==> config.mk <==
export PLATFORM = sky130hd
export DESIGN_NAME = uart_tx_path
export DESIGN_NICKNAME = d
export VERILOG_FILES = /design/src/rtl/uart_tx_pkg.sv /design/src/rtl/uart_tx_timer.sv /design/src/rtl/uart_tx_fifo.sv /design/src/rtl/uart_tx_shift.sv /design/src/rtl/uart_tx_path.sv
export SDC_FILE = /design/constraint.sdc
export NUM_CORES = 1
export LEC_CHECK = 0
export ABC_AREA = 0
export BUFFER_PORTS_ARGS = -buffer_cell sky130_fd_sc_hd__buf_2
export CORE_MARGIN = 3
export CORE_UTILIZATION = 50
export CTS_CLUSTER_SIZE = 40
export DETAILED_ROUTE_END_ITERATION = 8
export GPL_TIMING_DRIVEN = 0
export HOLD_SLACK_MARGIN = 0.12
export PLACE_DENSITY = 0.68
export SETUP_SLACK_MARGIN = 0.05
export SYNTH_ARGS = -nofsm -noshare
export SYNTH_HDL_FRONTEND = slang
export SYNTH_SLANG_ARGS = --single-unit
==> constraint.sdc <==
create_clock -name clk -period 4.3 [get_ports clk]
set_input_delay 1.075 -clock clk [delete_from_list [all_inputs] [get_ports clk]]
set_output_delay 1.075 -clock clk [all_outputs]
set_load 0.1 [all_outputs]
==> src/rtl/uart_tx_pkg.sv <==
package uart_tx_pkg;

   typedef enum logic [2:0] {
      TXS_IDLE,
      TXS_START,
      TXS_DATA,
      TXS_PARITY,
      TXS_STOP
   } txs_e;

   localparam int SYM_MAX = 8;

   // number of data bits for a length code
   function automatic logic [3:0] sym_bits(input logic [1:0] code);
      return 4'd5 + {2'b00, code};
   endfunction

   // mask of the data bits that are sent for a length code
   function automatic logic [SYM_MAX-1:0] sym_mask(input logic [1:0] code);
      return {SYM_MAX{1'b1}} >> (3'd3 - {1'b0, code});
   endfunction

endpackage

==> src/rtl/uart_tx_timer.sv <==
module uart_tx_timer #(
   parameter int DIV_W = 16
) (
   input  logic             clk,
   input  logic             rst_n,
   input  logic             run,
   input  logic [DIV_W-1:0] div,
   output logic             tick
);

   logic [DIV_W-1:0] cnt;

   assign tick = run && (cnt == div);

   always_ff @(posedge clk) begin
      if (!rst_n)
         cnt <= '0;
      else if (!run || tick)
         cnt <= '0;
      else
         cnt <= cnt + 1'b1;
   end

endmodule

==> src/rtl/uart_tx_fifo.sv <==
module uart_tx_fifo #(
   parameter int DEPTH  = 16,
   parameter int DATA_W = 8
) (
   input  logic                       clk,
   input  logic                       rst_n,
   input  logic                       clr,
   input  logic                       wr_en,
   input  logic [DATA_W-1:0]          wr_data,
   input  logic                       rd_en,
   output logic [DATA_W-1:0]          rd_data,
   output logic [$clog2(DEPTH+1)-1:0] level,
   input  logic                       ovf_clr,
   output logic                       ovf
);

   localparam int PTR_W = (DEPTH > 1) ? $clog2(DEPTH) : 1;
   localparam int LVL_W = $clog2(DEPTH+1);
   localparam logic [PTR_W-1:0] LAST_PTR = PTR_W'(DEPTH-1);
   localparam logic [LVL_W-1:0] FULL_LVL = LVL_W'(DEPTH);

   logic [DATA_W-1:0] mem [DEPTH];
   logic [PTR_W-1:0]  wp, rp;
   logic              full, push, pop, drop;

   assign full = (level == FULL_LVL);
   assign push = wr_en && !clr && !full;
   assign drop = wr_en && !clr && full;
   assign pop  = rd_en && !clr && (level != '0);
   assign rd_data = mem[rp];

   always_ff @(posedge clk) begin
      if (push)
         mem[wp] <= wr_data;
   end

   always_ff @(posedge clk) begin
      if (!rst_n) begin
         wp    <= '0;
         rp    <= '0;
         level <= '0;
      end else if (clr) begin
         wp    <= '0;
         rp    <= '0;
         level <= '0;
      end else begin
         if (push)
            wp <= (wp == LAST_PTR) ? '0 : wp + 1'b1;
         if (pop)
            rp <= (rp == LAST_PTR) ? '0 : rp + 1'b1;
         case ({push, pop})
            2'b10:   level <= level + 1'b1;
            2'b01:   level <= level - 1'b1;
            default: level <= level;
         endcase
      end
   end

   always_ff @(posedge clk) begin
      if (!rst_n)
         ovf <= 1'b0;
      else
         ovf <= (ovf && !ovf_clr) || drop;
   end

   AST_CLR_EMPTIES: assert property (@(posedge clk) disable iff (!rst_n)
      clr |=> (level == '0));
   AST_NO_OVERFLOW: assert property (@(posedge clk) disable iff (!rst_n)
      (wr_en && !clr && !rd_en && full) |=> (level == FULL_LVL));
   AST_OVF_STICKY: assert property (@(posedge clk) disable iff (!rst_n)
      (ovf && !ovf_clr) |=> ovf);
   AST_LEVEL_RANGE: assert property (@(posedge clk) disable iff (!rst_n)
      level <= FULL_LVL);

endmodule

==> src/rtl/uart_tx_shift.sv <==
module uart_tx_shift
   import uart_tx_pkg::*;
#(
   parameter int DIV_W = 16
) (
   input  logic               clk,
   input  logic               rst_n,
   input  logic [DIV_W-1:0]   div,
   input  logic [1:0]         char_len,
   input  logic               par_en,
   input  logic               par_odd,
   input  logic               two_stop,
   input  logic               go,
   input  logic               avail,
   input  logic [SYM_MAX-1:0] din,
   output logic               take,
   output logic               line,
   output logic               idle
);

   txs_e               state;
   logic [SYM_MAX-1:0] sh;
   logic [2:0]         bidx;
   logic               sidx;
   logic               pbit;
   logic               tick;
   logic               last_data;
   logic               end_stop;
   logic [SYM_MAX-1:0] din_m;

   uart_tx_timer #(.DIV_W(DIV_W)) u_bit_timer (
      .clk   (clk),
      .rst_n (rst_n),
      .run   (state != TXS_IDLE),
      .div   (div),
      .tick  (tick)
   );

   assign din_m     = din & sym_mask(char_len);
   assign last_data = (bidx == 3'(sym_bits(char_len) - 4'd1));
   assign end_stop  = (state == TXS_STOP) && tick && (sidx == two_stop);
   assign take      = go && avail && ((state == TXS_IDLE) || end_stop);
   assign idle      = (state == TXS_IDLE);

   always_ff @(posedge clk) begin
      if (!rst_n) begin
         state <= TXS_IDLE;
         sh    <= '0;
         bidx  <= '0;
         sidx  <= 1'b0;
         pbit  <= 1'b0;
      end else if (take) begin
         state <= TXS_START;
         sh    <= din_m;
         pbit  <= (^din_m) ^ par_odd;
         bidx  <= '0;
         sidx  <= 1'b0;
      end else if (tick) begin
         case (state)
            TXS_START: state <= TXS_DATA;
            TXS_DATA: begin
               sh <= sh >> 1;
               if (last_data)
                  state <= par_en ? TXS_PARITY : TXS_STOP;
               else
                  bidx <= bidx + 1'b1;
            end
            TXS_PARITY: state <= TXS_STOP;
            TXS_STOP: begin
               if (sidx == two_stop)
                  state <= TXS_IDLE;
               else
                  sidx <= 1'b1;
            end
            default: state <= TXS_IDLE;
         endcase
      end
   end

   always_comb begin
      case (state)
         TXS_START:  line = 1'b0;
         TXS_DATA:   line = sh[0];
         TXS_PARITY: line = pbit;
         default:    line = 1'b1;
      endcase
   end

   AST_HOLD_WHEN_OFF: assert property (@(posedge clk) disable iff (!rst_n)
      ((state == TXS_IDLE) && !go) |=> (state == TXS_IDLE));
   AST_START_AFTER_TAKE: assert property (@(posedge clk) disable iff (!rst_n)
      take |=> (state == TXS_START));

endmodule

==> src/rtl/uart_tx_path.sv <==
module uart_tx_path
   import uart_tx_pkg::*;
#(
   parameter int DEPTH   = 16,
   parameter int DIV_W   = 16,
   parameter bit OUT_REG = 1'b1
) (
   input  logic                       clk,
   input  logic                       rst_n,
   input  logic                       wr_en,
   input  logic [7:0]                 wr_data,
   input  logic                       fifo_clr,
   input  logic                       ovf_clr,
   input  logic                       tx_en,
   input  logic                       brk,
   input  logic [DIV_W-1:0]           baud_div,
   input  logic [1:0]                 char_len,
   input  logic                       par_en,
   input  logic                       par_odd,
   input  logic                       two_stop,
   input  logic [$clog2(DEPTH+1)-1:0] thresh,
   input  logic                       mask_empty,
   input  logic                       mask_below,
   output logic                       txd,
   output logic [$clog2(DEPTH+1)-1:0] level,
   output logic                       empty_st,
   output logic                       below_st,
   output logic                       ovf_st,
   output logic                       irq
);

   generate
      if (DEPTH < 2) begin : g_bad_depth
         $error("uart_tx_path: DEPTH must be at least 2");
      end
      if (DIV_W < 1) begin : g_bad_div
         $error("uart_tx_path: DIV_W must be at least 1");
      end
   endgenerate

   logic [SYM_MAX-1:0] head;
   logic               take, line, sh_idle;
   logic               rec_busy, rec_tick, go;

   uart_tx_fifo #(.DEPTH(DEPTH), .DATA_W(SYM_MAX)) u_fifo (
      .clk     (clk),
      .rst_n   (rst_n),
      .clr     (fifo_clr),
      .wr_en   (wr_en),
      .wr_data (wr_data),
      .rd_en   (take),
      .rd_data (head),
      .level   (level),
      .ovf_clr (ovf_clr),
      .ovf     (ovf_st)
   );

   // one bit time of enforced idle after a break is released
   uart_tx_timer #(.DIV_W(DIV_W)) u_rec_timer (
      .clk   (clk),
      .rst_n (rst_n),
      .run   (rec_busy && !brk),
      .div   (baud_div),
      .tick  (rec_tick)
   );

   always_ff @(posedge clk) begin
      if (!rst_n)
         rec_busy <= 1'b0;
      else if (brk)
         rec_busy <= 1'b1;
      else if (rec_tick)
         rec_busy <= 1'b0;
   end

   assign go = tx_en && !brk && !rec_busy;

   uart_tx_shift #(.DIV_W(DIV_W)) u_shift (
      .clk      (clk),
      .rst_n    (rst_n),
      .div      (baud_div),
      .char_len (char_len),
      .par_en   (par_en),
      .par_odd  (par_odd),
      .two_stop (two_stop),
      .go       (go),
      .avail    (level != '0),
      .din      (head),
      .take     (take),
      .line     (line),
      .idle     (sh_idle)
   );

   generate
      if (OUT_REG) begin : g_txd_reg
         logic txd_q;
         always_ff @(posedge clk) begin
            if (!rst_n)
               txd_q <= 1'b1;
            else
               txd_q <= line && !brk;
         end
         assign txd = txd_q;
      end else begin : g_txd_comb
         assign txd = line && !brk;
      end
   endgenerate

   assign empty_st = (level == '0) && sh_idle;
   assign below_st = (level < thresh);
   assign irq      = (empty_st && mask_empty) || (below_st && mask_below);

   AST_BREAK_LOW: assert property (@(posedge clk) disable iff (!rst_n)
      (brk && $past(brk) && $past(rst_n)) |-> !txd);
   AST_RECOVER_GAP: assert property (@(posedge clk) disable iff (!rst_n)
      ($past(brk) && !brk && $past(rst_n)) |-> !take);
   AST_DRAINED_EMPTY: assert property (@(posedge clk) disable iff (!rst_n)
      take |-> !empty_st);

endmodule

==> Yosys cells after proc, flatten, opt, wreduce, memory -nomap -nowiden <==
Memories as Yosys holds them, arrays and structs flattened. A register that Yosys moved wholly into a read port is not among the register bits.
Index checks and enable logic that the tools add are counted.
{ "word_totals": {"reg_bits": 64, "mem_bits_rw": 128, "input_bits": 43, "out_inout_bits": 10, "n_memories": 1} }
{ "classes": {"addsub": 10, "n_lt_le_gt_ge": 1, "n_eq_ne": 17, "shift": 1, "muxes": 19, "bitwise": 5, "reduce_logical": 49} }
{ "memory_table": {"columns": ["memory", "words", "width", "read_ports", "rd_clocked_by_memory_dff", "wr", "line_no", "rtl"], "rows": [
  ["u_fifo.mem", 16, 8, 1, 1, 1, "uart_tx_fifo.sv:22", "logic [DATA_W-1:0] mem [DEPTH];"]
]} }
{ "ops": {"columns": ["operator", "count"], "rows": [
  ["adder 16 x 1 -> 16 bit (second input constant)", 2],
  ["== test 16 bit", 2],
  ["2-to-1 mux 8 bit", 3],
  ["logical AND 1 bit", 19],
  ["2-to-1 mux 4 bit", 4],
  ["one-hot mux 3 bit (4 select lines)", 1],
  ["AND reduction 3 bit", 4],
  ["one-hot mux 5 bit (2 select lines)", 1],
  ["2-to-1 mux 3 bit", 3],
  ["adder 4 x 1 -> 4 bit (second input constant)", 2],
  ["bitwise AND 8 bit", 1],
  ["== test 4 bit (second input constant)", 2],
  ["nonzero test 2 bit", 4],
  ["OR reduction 2 bit", 4],
  ["XOR reduction 8 bit", 1],
  [">> shifter 8 x 3 -> 8 bit (first input constant)", 1],
  ["zero test 1 bit", 7],
  ["== test 3 x 2 -> 1 bit (second input constant)", 2],
  ["2-to-1 mux 1 bit", 6],
  ["adder 5 x 1 -> 5 bit (second input constant)", 1],
  ["== test 5 bit (second input constant)", 1],
  ["zero test 5 bit", 1],
  ["logical OR 1 bit", 5],
  ["less-than comparator 5 bit", 1],
  ["other kinds (22)", 24]
]} }

==> Depth between registers and ports, before layout <==
{ "logic_depth": {"ltp_word": 10, "depth_mapped": 15, "ltp_nobuf": 14} }

==> Modules after synthesis <==
Synthesis repeated with hierarchy kept, for this count alone.
{ "hier_totals": {"hier_cells": 674, "hier_area_um2": 9078.7} }
{ "modules_own_cells": {"columns": ["module", "n_inst", "cells_each", "area_each_um2", "seq_area_each_um2"], "rows": [
  ["uart_tx_fifo", 1, 329, 5949.5, 4204.0],
  ["uart_tx_shift", 1, 113, 1006.0, 320.3],
  ["uart_tx_timer (u_shift.u_bit_timer)", 1, 99, 970.9, 320.3],
  ["uart_tx_timer (u_rec_timer)", 1, 101, 904.6, 320.3],
  ["uart_tx_path", 1, 32, 247.7, 40.0]
]} }

==> Worst setup path before layout <==
No wires, ideal clock.
{ "synth_timing": {"path_type": "flip-flop to output port", "from": "register u_fifo.level[1]", "to": "output port irq", "t_arrival_ns": 4.259, "path_slack_ns": -1.034, "path_stages_with_launch": 8, "path_cell_list": "dfxtp_1 -> ha_1 -> a21oi_1 -> nor2b_1 -> o21ai_0 -> nand2b_1 -> a21oi_1 -> a22o_1"} }
{ "synth_between": {"word_cells_on_any_way": 6, "classes_between": "1 x order compare; 5 x reduce/logical"} }
{ "synth_rtl": {"columns": ["item", "line_no", "rtl"], "rows": [
  ["from (decl)", "uart_tx_fifo.sv:12", "output logic [$clog2(DEPTH+1)-1:0] level,"],
  ["from (signal assigned)", "uart_tx_fifo.sv:52", "2'b10: level <= level + 1'b1;"],
  ["from (signal assigned)", "uart_tx_fifo.sv:53", "2'b01: level <= level - 1'b1;"],
  ["from (signal assigned)", "uart_tx_fifo.sv:54", "default: level <= level;"],
  ["less-than comparator 5 bit", "uart_tx_path.sv:110", "assign below_st = (level < thresh);"],
  ["via below_st", "uart_tx_path.sv:27", "output logic below_st,"],
  ["logical AND 1 bit", "uart_tx_path.sv:111", "assign irq = (empty_st && mask_empty) || (below_st && mask_below);"],
  ["logical OR 1 bit", "uart_tx_path.sv:111", null],
  ["to (decl)", "uart_tx_path.sv:29", "output logic irq"]
]} }
The timed path passes the listed nets, and every way through them passes these cells.

==> Worst setup path in the final report <==
{ "layout_timing": {"from": "input port baud_div[11]", "to": "register u_fifo.level[4]"} }
{ "layout_between": {"elab_chain_len": 10, "word_cells_on_any_way": 12, "classes_between": "3 x eq/ne; 1 x mux; 8 x reduce/logical"} }
{ "layout_lines": {"columns": ["item", "line_no", "rtl"], "rows": [
  ["from (decl)", "uart_tx_path.sv:16", "input logic [DIV_W-1:0] baud_div,"],
  ["== test 16 bit *", "uart_tx_timer.sv:13", "assign tick = run && (cnt == div);"],
  ["logical AND 1 bit *", "uart_tx_timer.sv:13", null],
  ["logical AND 1 bit * (2 in series)", "uart_tx_shift.sv:41", "assign end_stop = (state == TXS_STOP) && tick && (sidx == two_stop);"],
  ["logical OR 1 bit *", "uart_tx_shift.sv:42", "assign take = go && avail && ((state == TXS_IDLE) || end_stop);"],
  ["logical AND 1 bit *", "uart_tx_shift.sv:42", null],
  ["logical AND 1 bit * (2 in series)", "uart_tx_fifo.sv:29", "assign pop = rd_en && !clr && (level != '0);"],
  ["== test 2 x 1 -> 1 bit or == test 2 bit (tied branches)", "uart_tx_fifo.sv:51", "case ({push, pop})"],
  ["one-hot mux 5 bit (2 select lines) or nonzero test 2 bit (tied branches)", null, null]
]} }
Every way passes the cells marked *; elsewhere a longest branch is shown, timed or not.
A chain may end at the register's enable or synchronous reset.

==> key figures <==
Run status
  • Outcome: finished clean

Worst setup path
  • Critical path class: primary input to flop
  • Startpoint of the lowest-slack register-to-register path: u_shift.u_bit_timer.cnt[9]
  • Type of element launching the critical path: primary input
  • Critical path data arrival time: 4160 ps
  • Crit path capture type: flop
  • R2r setup slk: 790 ps
  • RR Endpoint: u_fifo.level[4]
  • Data required time at the worst endpoint: 4620 ps
  • Number of cells traversed by the worst register-to-register path: 14
  • Maximum net fanout on the critical path: 16

Timing
  • Unrepaired setup endpoints after global routing: no
  • Worst setup skew after layout: 10.8 ps
  • Number of max-slew violations in the final report: 0
  • Number of setup violations in the final report: 0
  • Final critical-path setup slack: 452 ps
  • Relative slew slack: 0.110
  • Worst slew pin tran: 1320 ps
  • Maximum clock frequency: 260 MHz
  • Smallest hold slack: 469 ps
  • Shortest period the worst path allows: 3850 ps
  • Count of endpoints failing hold in the final timing report: 0
  • Fin Setup TNS: 0 ps
  • Final worst path period share: 0.895

Cells and area
  • Total area of sequential cells: 0.00520 mm2
  • Multi-input combinational cell area: 0.00312 mm2
  • Antenna Diode Count: 0
  • Net total in the final layout: 776
  • Filler cell count in the final layout: 1334
  • Util after Layout: 0.584
  • Ratio of cells with drive above 1 in the final layout: 0.174
  • Signed area change from the synthesized netlist to the final layout: 14.2%
  • Number of non-filler instances in the completed layout: 951
  • Final Instance Area: 0.00971 mm2

Run
  • Number of violations of the max-capacitance limit: 0

GRT
  • Vias in the first global route: 5229
  • Global-route usage over all layers: 0.197
  • Antenna violations before repair: 0
  • Total overflow reported by the global router: 0
  • Maximum number of pins on one net before global-route repair: 21
  • Wire length of the first global-routing pass: 27600 um

Floorplan
  • Number of top-level pins: 53
  • Total Die Area: 0.0186 mm2
  • Starting utilization of the core area: 0.511
  • Core ar.: 0.0166 mm2
  • Die Ht: 136 um
  • Std cell rows: 47
  • Width of the die: 136 um

Synth
  • Number of flops mapped to enable cells by yosys: 128
  • Summed instance area of the synthesized netlist: 0.00851 mm2
  • Yosys warning count: 0
  • Share of flip-flops with an asynchronous set or reset after synthesis: 0
  • Number of nets produced by synthesis: 704
  • Number of standard cells after synthesis: 646
  • Leading cell types by total area after synthesis: sky130_fd_sc_hd__edfxtp_1, sky130_fd_sc_hd__dfxtp_1, sky130_fd_sc_hd__mux4_2
  • Cell variety after synth: 51
  • Post-synth top area share: 0.452
  • Top_reg_cell synth: sky130_fd_sc_hd__edfxtp_1
  • Syn avg cell area: 13.2 um2
  • Proportion of synthesized chip area in sequential cells: 0.612
  • Synthesis-stage register bit count: 196
  • Cell type with the largest total area after synthesis: sky130_fd_sc_hd__edfxtp_1

Power and ir drop
  • Power density over the cells: 393 mW/mm2
  • Part of the total power dissipated in combinational logic: 0.039
  • Register share of total power: 0.527
  • Maximum resistive drop on vdd: 344 uV
  • Int Power: 2.96 mW
  • Switching pwr: 859 uW
  • Share of power burned in the clock network: 0.434
  • Net switching share of the total power: 0.225
  • Total power consumption of the routed design: 3.82 mW
  • Leakage power total: 3.23 nW

Place
  • Post-detail-place hpwl: 12200 um
  • Placed Instance Area: 0.00906 mm2
  • Count of buffers from port buffering: 52
  • Placer's final routability congestion estimate: 0.790
  • Pre-CTS WS: -408 ps
  • Placed insts: 918

Clocking
  • Latest clock arrival within the worst-skew pair: 430 ps
  • Number of sinks handled by clock tree synthesis: 196
  • CTS tree: built
  • Clock edge transition at the registers on the reported setup and hold paths: 70 ps
  • Clock Path Buffers: 2
  • Number of levels in the clock H-tree: 4
  • CTS Buf Count: 17
  • Hold_buf cts: 0
  • Buffer cell driving the clock tree root: sky130_fd_sc_hd__clkbuf_16

Routing
  • Number of vias per cell: 5.58
  • Vias: 5303
  • Routed wire length per instance: 18.3 um
  • Count of unresolved DRC violations after routing: 0
  • Final wirelength: 17400 um
  • Detail Route Antenna Nets: 0
  • Count of routing violations after the opening detailed-route iteration: 377
  • DRT Pass-1 Iters: 5

Worst hold path
  • Number of cells on the worst hold path: 2
  • Start point of the worst min-delay path: u_shift.sh[7]
  • Worst hold-check path type: flop to flop
  • Worst-case hold path end point: u_shift.sh[7]
-- cells in the final DEF, fill, tap and decap left out, drive strengths merged, types with 27 or more instances in the layout --
cell	synthesis	routed
a21oi	27	27
buf	7	61
clkbuf	18	34
dfxtp	68	68
edfxtp	128	128
mux4	33	33
nand2	49	49
nand3	36	36
nor2	70	70
xnor2	52	52
-- metal layers --
layer | part of all wire | vias up | GRT usage
li1 | - | 2527 | -
met1 | 0.44 | 2639 | 0.259
met2 | 0.51 | 116 | 0.330
met3 | 0.036 | 21 | 0.0377
met4 | 0.016 | 0 | 0.0649
met5 | 0 | - | 0
-- layout make-up --
cell class	count	share of cell area
timing repair buffer	54	0.0283
multi-input combinational	408	0.321
tap	220	0.0283
clock buffer	17	0.0438
buffer	24	0.0143
inverter	17	0.00657
clock inverter	15	0.0216
sequential	196	0.536
-- critical path, stage by stage --
cell                       delay [ps]
sky130_fd_sc_hd__buf_2            120
sky130_fd_sc_hd__xnor2_1          160
sky130_fd_sc_hd__nand4_1          180
sky130_fd_sc_hd__nor4_4           440
sky130_fd_sc_hd__nand2_1          120
sky130_fd_sc_hd__a21o_2           330
sky130_fd_sc_hd__nor2_1           180
sky130_fd_sc_hd__ha_1             280
sky130_fd_sc_hd__xor2_1           100
sky130_fd_sc_hd__ha_1             190
sky130_fd_sc_hd__a21oi_1          230
sky130_fd_sc_hd__o22ai_1          130
sky130_fd_sc_hd__a222oi_1         400
sky130_fd_sc_hd__or3_1            160
sky130_fd_sc_hd__a21oi_1           50
-- registers in the layout (all words and copies together) (netlist names), named ones only --
register / count
u_fifo.mem: 128
u_fifo.level: 5
u_fifo.ovf: 1
txd: 1
u_fifo.wp: 4
u_shift.state: 3
u_shift.bidx: 3
u_rec_timer.cnt: 16
u_shift.pbit: 1
u_shift.sidx: 1
u_shift.u_bit_timer.cnt: 16
u_fifo.rp: 4
u_shift.sh: 8
rec_busy: 1
-- worst max-delay path by stage --
stage / startpoint / endpoint / slack [ps]
6_report: baud_div[11] / u_fifo.level[4] / 450
5_1_grt: baud_div[11] / u_fifo.level[4] / 100
4_1_cts: baud_div[15] / u_fifo.level[4] / 180
3_5_place_dp: baud_div[15] / u_fifo.level[4] / -410
3_3_place_gp: baud_div[15] / u_fifo.level[4] / -360
2_1_floorplan: u_fifo.level[1] / irq / 200
-- cells in the mapped netlist (8+ instances only) --
library cell and number:
sky130_fd_sc_hd__nand4_1 12, sky130_fd_sc_hd__nand3_1 36, sky130_fd_sc_hd__nand2_1 49, sky130_fd_sc_hd__xor2_1 22, sky130_fd_sc_hd__edfxtp_1 128, sky130_fd_sc_hd__dfxtp_1 68
sky130_fd_sc_hd__mux4_2 26, sky130_fd_sc_hd__a22oi_1 8, sky130_fd_sc_hd__clkbuf_1 16, sky130_fd_sc_hd__o21ai_0 12, sky130_fd_sc_hd__nor2b_1 9, sky130_fd_sc_hd__inv_1 17
sky130_fd_sc_hd__xnor2_1 51, sky130_fd_sc_hd__nor2_1 70, sky130_fd_sc_hd__a21oi_1 27, sky130_fd_sc_hd__ha_1 15
-- power groups by stage --
stage / Combinational, mW / Clock, mW / Sequential (mW)
final: 0.150 / 1.66 / 2.01
after global routing: 0.161 / 1.76 / 2.01
after CTS: 0.150 / 1.69 / 2.01
after detailed placement: 0.149 / 0 / 2.06
after global placement: 0.145 / 0 / 2.05
after floorplan: 0.0787 / 0 / 2.06
-- timing repair --
action / CTS / global route
gates resized for setup: 1 / 1
setup endpoints to repair: 1 / 2
buffers inserted: 0 / 2
pin swaps: 0 / 1
-- logic make-up after synthesis --
kind of cell,after synthesis,share of synthesized area
AOI/OAI and AO/OA,72,0.0531
and+or+nand+nor,210,0.115
buffers and inverters,42,0.0243
adders and majority gates,15,0.0221
muxes,36,0.0940
DFF,196,0.612
xor gates and xnor gates,75,0.0797
(Power assumes the default switching activity.)
